===== src/rtl/sym_da_fir.sv =====
module sym_da_fir #(
  parameter int DW = 8,
  parameter int TAPS = 16,
  parameter int CW = 8,
  parameter int OW = 10,
  parameter int OUT_SHIFT = 4,
  parameter bit SATURATE = 1'b1,
  parameter logic [CW*(TAPS/2)-1:0] COEFS =
    {8'd17, 8'd13, 8'd11, 8'hF9, 8'd5, 8'd3, 8'hFE, 8'd1}
) (
  input  logic          clk,
  input  logic          rst_n,
  input  logic          in_valid,
  input  logic [DW-1:0] in_data,
  output logic          busy,
  output logic          out_valid,
  output logic [OW-1:0] out_data
);

  localparam int HALF = TAPS / 2;
  localparam int PW   = DW + 1;
  localparam int LW   = CW + $clog2(HALF);
  localparam int AW   = LW + PW + 1;
  localparam int BW   = $clog2(PW);
  localparam int NLUT = 2 ** HALF;
  localparam logic signed [AW-1:0] OMAX = AW'((1 << (OW - 1)) - 1);
  localparam logic signed [AW-1:0] OMIN = ~OMAX;

  function automatic logic signed [LW-1:0] part_sum(int addr);
    int s;
    s = 0;
    for (int k = 0; k < HALF; k++)
      if (addr[k]) s += int'($signed(COEFS[k*CW +: CW]));
    return LW'(s);
  endfunction

  logic signed [DW-1:0] tap [TAPS];
  logic signed [PW-1:0] pair [HALF];
  logic [HALF-1:0]      slice;
  logic signed [LW-1:0] lut [NLUT];
  logic signed [LW-1:0] term;
  logic signed [AW-1:0] term_x, acc, acc_nxt, scaled;
  logic [BW-1:0]        bitc;
  logic [OW-1:0]        res;

  for (genvar a = 0; a < NLUT; a++) begin : g_lut
    assign lut[a] = part_sum(a);
  end

  for (genvar k = 0; k < HALF; k++) begin : g_pre
    assign pair[k]  = {tap[k][DW-1], tap[k]} + {tap[TAPS-1-k][DW-1], tap[TAPS-1-k]};
    assign slice[k] = pair[k][bitc];
  end

  assign term    = lut[slice];
  assign term_x  = {{(AW-LW){term[LW-1]}}, term};
  assign acc_nxt = (bitc == BW'(PW - 1)) ? (acc <<< 1) - term_x : (acc <<< 1) + term_x;
  assign scaled  = acc_nxt >>> OUT_SHIFT;

  if (SATURATE) begin : g_sat
    always_comb begin
      if (scaled > OMAX)      res = OMAX[OW-1:0];
      else if (scaled < OMIN) res = OMIN[OW-1:0];
      else                    res = scaled[OW-1:0];
    end
  end else begin : g_wrap
    assign res = scaled[OW-1:0];
  end

  always_ff @(posedge clk or negedge rst_n) begin
    if (!rst_n) begin
      for (int i = 0; i < TAPS; i++) tap[i] <= '0;
      busy      <= 1'b0;
      bitc      <= '0;
      acc       <= '0;
      out_valid <= 1'b0;
      out_data  <= '0;
    end else begin
      out_valid <= 1'b0;
      if (!busy) begin
        if (in_valid) begin
          for (int i = TAPS - 1; i > 0; i--) tap[i] <= tap[i-1];
          tap[0] <= in_data;
          busy   <= 1'b1;
          bitc   <= BW'(PW - 1);
          acc    <= '0;
        end
      end else begin
        acc <= acc_nxt;
        if (bitc == '0) begin
          busy      <= 1'b0;
          out_valid <= 1'b1;
          out_data  <= res;
        end else begin
          bitc <= bitc - 1'b1;
        end
      end
    end
  end


  accept_busy_chk: assert property (@(posedge clk) disable iff (!rst_n)
    (in_valid && !busy) |=> busy);


  hold_taps_chk: assert property (@(posedge clk) disable iff (!rst_n)
    busy |=> $stable(tap[0]));


  valid_pulse_chk: assert property (@(posedge clk) disable iff (!rst_n)
    out_valid |=> !out_valid);


  done_valid_chk: assert property (@(posedge clk) disable iff (!rst_n)
    $fell(busy) |-> out_valid);


  hold_out_chk: assert property (@(posedge clk) disable iff (!rst_n)
    !out_valid |-> $stable(out_data));

endmodule


===== config.mk =====
export PLATFORM = sky130hd
export DESIGN_NAME = sym_da_fir
export DESIGN_NICKNAME = d
export VERILOG_FILES = /design/src/rtl/sym_da_fir.sv
export SDC_FILE = /design/constraint.sdc
export NUM_CORES = 1
export LEC_CHECK = 0
export ABC_AREA = 1
export BUFFER_PORTS_ARGS = -buffer_cell sky130_fd_sc_hd__buf_2
export CORE_UTILIZATION = 45
export DETAILED_ROUTE_END_ITERATION = 10
export MAX_ROUTING_LAYER = met4
export PLACE_DENSITY = 0.74
export SLEW_MARGIN = 40
export SYNTH_ARGS = -nofsm -noshare
export SYNTH_HDL_FRONTEND = slang
export SYNTH_SLANG_ARGS = --single-unit

===== constraint.sdc =====
create_clock -name clk -period 5.36 [get_ports clk]
set_clock_uncertainty 0.15 [all_clocks]
set_input_delay 0 -clock clk [delete_from_list [all_inputs] [get_ports clk]]
set_output_delay 0 -clock clk [all_outputs]
set_load 0.02 [all_outputs]

# Word-level counts from Yosys, hierarchy flattened
# Memories as Yosys holds them, arrays and structs flattened.
# Index checks and enable logic that the tools add are counted.
[totals]
input_bits = 11
ram_bits = 0
output_inout_bits = 12
memories = 1
wordCells = 77
reg_bits = 164
latch_bits = 0
rom_bits = 2816
[memory_table]
columns = ["memory", "words", "word_bits", "rd", "rd_clocked_by_memory_dff", "wr", "line_no", "text"]
rows = [
  ["(no name shown)", 256, 11, 1, 0, 0, "55", "assign term = lut[slice];"],
]
[op_classes]
n_shift = 0
n_mux = 31
order_cmp = 4
bitwise = 2
multipliers = 0
n_reduce_logical = 5
n_addsub = 11
n_eq_ne = 2
div_mod_pow = 0
[ops]
columns = ["operator", "count"]
rows = [
  ["8-bit by 8-bit adder with 9-bit output", 8],
  ["20-bit 2-to-1 mux", 2],
  ["1-bit binary-select mux with 4-bit select", 8],
  ["11-bit 2-to-1 mux", 2],
  ["21-bit by 11-bit adder with 21-bit output", 1],
  ["21-bit 2-to-1 mux", 1],
  ["21-bit by 11-bit subtractor with 21-bit output", 1],
  ["10-bit 2-to-1 mux", 2],
  ["17-bit by 10-bit greater-than comparator with 1-bit output (second input constant)", 1],
  ["17-bit by 10-bit less-than comparator with 1-bit output (second input constant)", 1],
  ["1-bit 2-to-1 mux", 13],
  ["4-bit 2-to-1 mux", 3],
  ["9-bit >= comparator (second input constant)", 1],
  ["8-bit inverter with 9-bit output", 1],
  ["2-bit AND reduction", 3],
  ["4-bit by 5-bit less-than comparator with 1-bit output (second input constant)", 1],
  ["4-bit equality test (second input constant)", 1],
  ["4-bit logical NOT", 1],
  ["4-bit by 1-bit subtractor with 4-bit output (second input constant)", 1],
  ["2-bit inequality test (second input constant)", 1],
  ["2-bit nonzero test", 1],
  ["1-bit inverter", 1],
]

# Logic depth before layout (Yosys ltp)
# Gate-level depths: netlist of the first run.
[logic_depth]
word_depth = 12
depth_mapped = 51
mapped_depth_nobuf = 51

# Worst setup path after synthesis of the first run
# No wires, ideal clock.
[synth_timing]
path_kind = "register to register"
startpoint = "register tap[112] in the netlist's numbering"
endpoint = "register out_data[3]"
path_slack_ps = -595
setup_time_ps = 77
n_path_buf = 0
stages_incl_launch_ff = 47
arrival_ps = 5727
synth_period_minus_slack_ps = 5955
path_cell_list = "dfrtp_1 ha_1 inv_1 fa_1 o31ai_1 and2_1 o21ai_1 nand2_1 xnor2_1 nand2_1 o21ai_1 o21ai_1 nand4_1 nand2_1 ha_1 nand2_1 nand2_1 nand2_1 (+11 left out) o21bai_1 nand2_1 o21ai_2 nand3_1 nand2_1 a21oi_1 o21bai_2 a21oi_1 o21ai_1 xor2_1 inv_1 nor2_1 a21oi_4 inv_1 nand3_2 nand2_4 nand2_1 a21oi_1"
[synth_via]
elab_chain_len = 12
[synth_rtl]
columns = ["element", "line_no", "text"]
rows = [
  ["start: declaration", "37", "logic signed [DW-1:0] tap [TAPS];"],
  ["8-bit by 8-bit adder with 9-bit output *", "51", "assign pair[k] = {tap[k][DW-1], tap[k]} + {tap[TAPS-1-k][DW-1], tap[TAPS-1-k]};"],
  ["1-bit binary-select mux with 4-bit select *", "52", "assign slice[k] = pair[k][bitc];"],
  ["1-bit 2-to-1 mux (implied by the code) *", "52", ""],
  ["8-bit inverter with 9-bit output (implied by the code) *", "55", ""],
  ["memory 256 x 11 bit *", "--", ""],
  ["11-bit 2-to-1 mux (implied by the code) * (2 in a row)", "55", ""],
  ["21-bit by 11-bit adder with 21-bit output or 21-bit by 11-bit subtractor with 21-bit output (tied branches)", "57", "assign acc_nxt = (bitc == BW'(PW - 1)) ? (acc <<< 1) - term_x : (acc <<< 1) + term_x;"],
  ["21-bit 2-to-1 mux *", "57", ""],
  ["17-bit by 10-bit less-than comparator with 1-bit output", "63", "else if (scaled < OMIN) res = OMIN[OW-1:0];"],
  ["10-bit 2-to-1 mux", "63", ""],
  ["10-bit 2-to-1 mux *", "62", "if (scaled > OMAX) res = OMAX[OW-1:0];"],
  ["end signal: assignment", "93", "out_data <= res;"],
  ["end: declaration", "17", "output logic [OW-1:0] out_data"],
]
# Every way passes the cells marked *; elsewhere a longest branch is shown, timed or not. The select of a mux whose other input is x is not followed.
# A chain may end at the register's enable or synchronous reset.

# Final worst setup path of the first run
[layout_timing]
startpoint = "register tap[8] in the netlist's numbering"
endpoint = "register out_data[4]"
# The elaborated chain is that of the path after synthesis.

==> metrics, run 1 <==
Antenna Nets Post-Route 0; FFs w/ async S/R, synth 1.000; register area share after synthesis 0.3272; sequential standard cell area 0.004104 mm2; slowest CP cell fa_2; Die X 169.0 um; Diodes inserted 0; Synth area leader dfrtp_1; GRT Overall Usage 0.2736; initial antenna violation count 0; relative slew slack 0.5073; DP HPWL 27190 um; CP Capture Type flip-flop; share of post-route cells with drive strength above 1 0.2865; final WL 37350 um; min Tclk post-route 6.534 ns; DP Area 0.01540 mm2; Initial DRT Pass Iterations 7; Synth Warn # 0; Worst Setup Path Type flip-flop to flip-flop; max-cap violation count 0; fill count 2280; pin count of the biggest net entering global routing 91; CTS tree done; most frequent cells in the layout nand2_1, buf_4, inv_1; Synth Area in Simple Gates 0.2602; final setup margin -1.174 ns; Vias/cell 5.309; Starting DRT DRC Count 1082; Finished Cell Area 0.01686 mm2; largest family of logic cells by synthesized area simple AND/OR/NAND/NOR gates; Avg Cell Area, Syn 7.201 um2; hold_ws -0.03792 ns; final hold violations 24; status complete, but fails checks; clk sinks 164; cell area after synthesis 0.01254 mm2; Synth Area in Compound Gates 0.1788; worst min-delay path category input pin to asynchronous set/reset pin; Die Height 169.0 um; critical path arrival 6.70 ns; number of synthesized flops with an enable pin 0; Finish-stage setup viols 22; Main synth FF type dfrtp_1; Worst path max stage delay 0.41 ns; clk_lat worst skew 0.45 ns; leading cell type in the layout, fill and taps excluded nand2_1; first-pass GRT wire length 60760 um; CP Launch Type flip-flop; Adder-Cell Fraction of Synth Area 0.1237; gpl congestion 0.9456; Layout Nets 2214; Yosys reg bits 164; Synth Area in XOR/XNOR 0.01815; vias in the first global route 12640; Core ar. 0.02718 mm2; violated checks negative hold slack, negative setup slack; io pins 23; post-synth cell types 64; Num CTS Buffers 17; initial core utilization 0.4616; Worst Tran Pin Value 0.7382 ns; required time worst endpoint 5.53 ns; Wirelength per Cell 15.12 um; worst-path maximum fanout 5; Area Overhead vs Synth 34.39%; htree depth 4; row cnt 60; fmax 153.0 MHz; Slew Limit Fails 0; Post-Synthesis Cells 1742; DRC 0; period utilization 1.219; RSZ-0062 raised after global routing true; syn_nets 1871; Yosys top cell area share 0.3272; Die Area 0.02855 mm2; Root Driver clkbuf_16; number of port buffers 22; clock slew at reported path FFs 0.09 ns; synth top area cells dfrtp_1, nand2_1, ha_1; GRT overflow 0; footprint of the multi-input gates 0.007904 mm2; mux cell area share after synthesis 0.0007980; Clock Tree Buf Depth 2; vias 13110
## metal layers
metal | vias up | wire (um) | global-route usage | part of all wire
met5 | - | 0 | - | 0
met4 | 0 | 872 | 0.08933 | 0.023
met3 | 78 | 2639 | 0.04606 | 0.071
met2 | 458 | 17300 | 0.4319 | 0.46
met1 | 6172 | 16530 | 0.3568 | 0.44
li1 | 6404 | - | - | -
## timing repair
| action | in CTS | in global routing |
|---|---|---|
| setup endpoints to repair | 20 | 27 |
| resized for setup | 34 | 126 |
| endpoints found under the hold margin | 74 | 0 |
| pin swaps | 20 | 57 |
| hold buffers | 9 | 0 |
| buffers inserted | 8 | 14 |
| gates cloned | 2 | 0 |
## worst paths after layout
kind	from	end	slack [ns]	cells after the start
worst min-delay path	rst_n	tap[2]	-0.04	2
worst max register to register	tap[8]	out_data[4]	-1.17	44
worst min register to register	tap[2]	tap[2]	0.35	2
worst max-delay path	tap[8]	out_data[4]	-1.17	44
min in group clk	in_valid	acc[6]	0	5
max in group asynchronous	rst_n	tap[62]	3.92	3
## synthesized netlist by cell type (all sizes together), types with 2 or more instances
master,count
a21o,5
nand3b,7
o21bai,3
xor2,19
inv,237
ha,108
o31ai,6
o21ai,209
nor4,2
fa,10
xnor2,7
or2,9
nand2,488
nand4,12
o22ai,7
o221ai,8
dfrtp,164
and2,2
buf,14
o211ai,6
a31oi,14
a21boi,5
nor2,118
a22oi,4
a21oi,108
o21a,5
nand3,100
a22o,3
nor3,11
clkbuf,40
a32o,2
## per-stage QoR
stage                     std cells  setup WS [ns]  hold WS (ns)  TNS [ns]    util
final                          2470         -1.174      -0.03792    -15.92  0.6203
after global placement         2406        -0.8865       -0.1039    -10.09  0.5668
after detailed placement       2406         -1.115      -0.09940    -13.28  0.5668
after global routing           2470         -1.532       0.03253    -23.61  0.6203
after floorplan                1742        -0.3208       -0.4456    -2.892       -
after CTS                      2456         -1.001     0.0003465    -11.63  0.6000
## registers in the layout, indices dropped and copies added (netlist names)
register,count
tap,128
acc,20
out_data,10
bitc,4
busy,1
out_valid,1
## worst max-delay path, delay by kind of cell (launching register included)
family,cells,cell delay (ns)
adder cells (fa/ha/maj),4,0.97
AO/OA/AOI/OAI,18,2.69
buffers and inverters,5,0.41
AND/OR/NAND/NOR,15,1.65
flip-flops,1,0.36
XOR/XNOR,2,0.16
## cells by family after synthesis
| family | after synthesis |
|---|---|
| adders and majority gates | 118 |
| muxes | 1 |
| buffers and inverters | 292 |
| and+or+nand+nor | 751 |
| xor gates and xnor gates | 26 |
| DFF | 164 |
| AOI/OAI and AO/OA | 390 |
## final cells by class
cell class | count | share of cell area
clock buffer | 17 | 0.02524
sequential | 164 | 0.2435
multi-input combinational | 1288 | 0.4689
timing repair buffer | 376 | 0.1697
tap | 372 | 0.02761
clock inverter | 15 | 0.01143
inverter | 238 | 0.05366
Power of run 1 is left out: the tool's default activity adds up to more than one toggle a clock period on the data nets, which glitch-free logic cannot reach.
==> run 2, diff against run 1 <==
--- a/config.mk
+++ b/config.mk
@@ -5,7 +5,7 @@
 export SDC_FILE = /design/constraint.sdc
 export NUM_CORES = 1
 export LEC_CHECK = 0
-export ABC_AREA = 1
+export ABC_AREA = 0
 export BUFFER_PORTS_ARGS = -buffer_cell sky130_fd_sc_hd__buf_2
 export CORE_UTILIZATION = 45
 export DETAILED_ROUTE_END_ITERATION = 10
==> run 2 against run 1 <==
  * The flow finishes with violations (negative setup slack)
  * Worst hold slack better by 0.19 ns
  * Highest routed layer unchanged
  * Sequential share of layout area is 2.2 points lower
  * Register-to-register slack worse by 0.86 ns
==> metrics, run 2 <==
RSZ-0062 raised after global routing true; Starting DRT DRC Count 1049 (-3.0%); DP HPWL 29780 um (+9.5%); number of port buffers 22 (unchanged); pin count of the biggest net entering global routing 89 (-2.2%); CP Capture Type flip-flop; Num CTS Buffers 17 (unchanged); leading cell type in the layout, fill and taps excluded buf_4; Post-Synthesis Cells 1596 (-8.4%); clk sinks 164 (unchanged); number of synthesized flops with an enable pin 0 (unchanged); Worst path max stage delay 0.55 ns (+0.14 ns); worst-path maximum fanout 8 (+3); most frequent cells in the layout buf_4, nand2_1, dfrtp_1; Synth area leader dfrtp_1; r2r endpoint out_data[0]; Clock Tree Buf Depth 2 (unchanged); vias 13910 (+6.1%); Main synth FF type dfrtp_1; fmax 135.2 MHz (-12%); CP Launch Type flip-flop; vias in the first global route 13670 (+8.1%); Post-synth top cells nand2_1, dfrtp_1, ha_1, o21ai_0, nor2_1; final setup margin -2.035 ns (-0.8613 ns); DRC 0 (unchanged); register area share after synthesis 0.3221 (-0.005045); worst reg2reg startpoint tap[8]; Hold Path Depth 4; initial core utilization 0.4586 (-0.002990); GRT Overall Usage 0.2990 (+0.02542); CP bufs+invs 5 (unchanged); required time worst endpoint 5.53 ns (about the same); first-pass GRT wire length 67330 um (+11%); dominant cell by count in the synthesized netlist nand2_1; Top reg by flops tap; Avg Cell Area, Syn 7.982 um2 (+11%); Yosys top cell area share 0.3221 (-0.005045); initial antenna violation count 0 (unchanged); Wirelength per Cell 17.20 um (+14%); violated checks negative setup slack; status complete, but fails checks; GRT overflow 0 (unchanged); Area Overhead vs Synth 45.55%; Worst Setup Path Type flip-flop to flip-flop; gpl congestion 1.005 (+6.3%); Reg2Reg Setup Slack -2.04 ns (-0.86 ns); min Tclk post-route 7.395 ns (+0.8613 ns); Slew Limit Fails 0 (unchanged); period utilization 1.380 (+0.1607); io pins 23 (unchanged); max reg flops 128 (unchanged); biggest registers after layout tap x128, acc x20, out_data x10; Initial DRT Pass Iterations 6 (-1); critical path arrival 7.56 ns (+0.86 ns); Diodes inserted 0 (unchanged); final hold violations 0 (-100%); Worst Hold Launch in_data[5]; CTS tree done; row cnt 61 (+1.7%); synth top area cells dfrtp_1, nand2_1, ha_1; Vias/cell 5.671 (+6.8%); R2R depth 35 (-20%); Antenna Nets Post-Route 0 (unchanged); Final Non-Filler Cells 2453 (-0.69%); Synth Warn # 0 (unchanged); worst min-delay path category input pin to flip-flop; Yosys reg bits 164 (unchanged); Die Area 0.02899 mm2 (+1.5%); syn_nets 1725 (-7.8%); FFs w/ async S/R, synth 1.000 (unchanged); share of post-route cells with drive strength above 1 0.3547 (+0.06824); CP top delay family compound AO/OA/AOI/OAI gates; post-synth cell types 89 (+39%); htree depth 4 (unchanged); Core ar. 0.02778 mm2 (+2.2%); Finish-stage setup viols 26 (+18%); clk_lat worst skew 0.44 ns (about the same); Die Height 170.3 um (+0.77%); Cells after DPL 2366 (-1.7%); Layout Nets 2191 (-1.0%); clock slew at reported path FFs 0.08 ns (about the same); Worst Tran Pin Value 0.8995 ns (+0.1613 ns); Die X 170.3 um (+0.77%); slowest CP cell or4b_4; Worst Hold End tap[125]; fill count 2173 (-4.7%); cell area after synthesis 0.01274 mm2 (+1.6%); final WL 42200 um (+13%); Root Driver clkbuf_16; hold_ws 0.1480 ns (+0.1859 ns); max-cap violation count 0 (unchanged); relative slew slack 0.3989 (-0.1084)
[run 2: cells by family (layout without fill, tap and decap cells)]
logic type / Yosys count / after routing / share of synthesized area
and+or+nand+nor: 673 / 673 / 0.2263
DFF: 164 / 164 / 0.3221
adders and majority gates: 121 / 121 / 0.1241
buffers and inverters: 131 / 610 / 0.03919
AOI/OAI and AO/OA: 443 / 443 / 0.2375
muxes: 25 / 25 / 0.02337
xor gates and xnor gates: 39 / 39 / 0.02740
[run 2: area by class of cell]
cell class / instances / area [um2] / share of cell area
multi-input combinational: 1301 / 9111 / 0.4914
sequential: 164 / 4104 / 0.2213
timing repair buffer: 524 / 4021 / 0.2169
tap: 378 / 473.0 / 0.02551
clock buffer: 19 / 432.9 / 0.02335
inverter: 54 / 214.0 / 0.01154
clock inverter: 13 / 186.4 / 0.01005
[run 2: worst max-delay path by stage]
stage / start / to / depth (start not counted)
final: tap[8] / out_data[0] / 35
after CTS: tap[112] / out_data[1] / 34
after floorplan: tap[96] / out_data[8] / 32
after global placement: tap[8] / out_data[8] / 34
after detailed placement: tap[112] / out_data[1] / 35
after global routing: tap[112] / out_data[1] / 35
[run 2: per-layer routing]
metal	vias up	GRT usage	wire, um
met5	-	-	0
met4	0	0.09362	994
met3	90	0.02814	1780
met2	401	0.5069	20940
met1	6826	0.3758	18490
li1	6595	-	-
[run 2: tightest hold or removal path, stage by stage]
cell and delay [ns]:
dlygate4sd3_1 0.52, buf_2 0.09, nand2_1 0.05, nand2_1 0.05
[run 2: what timing repair did]
item                       CTS  global route
pin swaps                   80            88
hold buffers                10             1
hold endpoints to repair    87            20
setup buffers               33            22
setup endpoints to repair   27            28
resized for setup          111            80
[run 2: stage by stage]
stage	TNS, ns	setup slack [ns]	utilization	instance area (um2)
detailed placement	-35.21	-2.149	0.5999	16670
finish	-31.69	-2.035	0.6674	18540
floorplan	-15.30	-1.369	-	13030
global placement	-29.42	-1.891	0.5996	16660
global route	-37.99	-2.268	0.6674	18540
CTS	-28.68	-1.857	0.6485	18020
Power of run 2 is left out for the same reason.
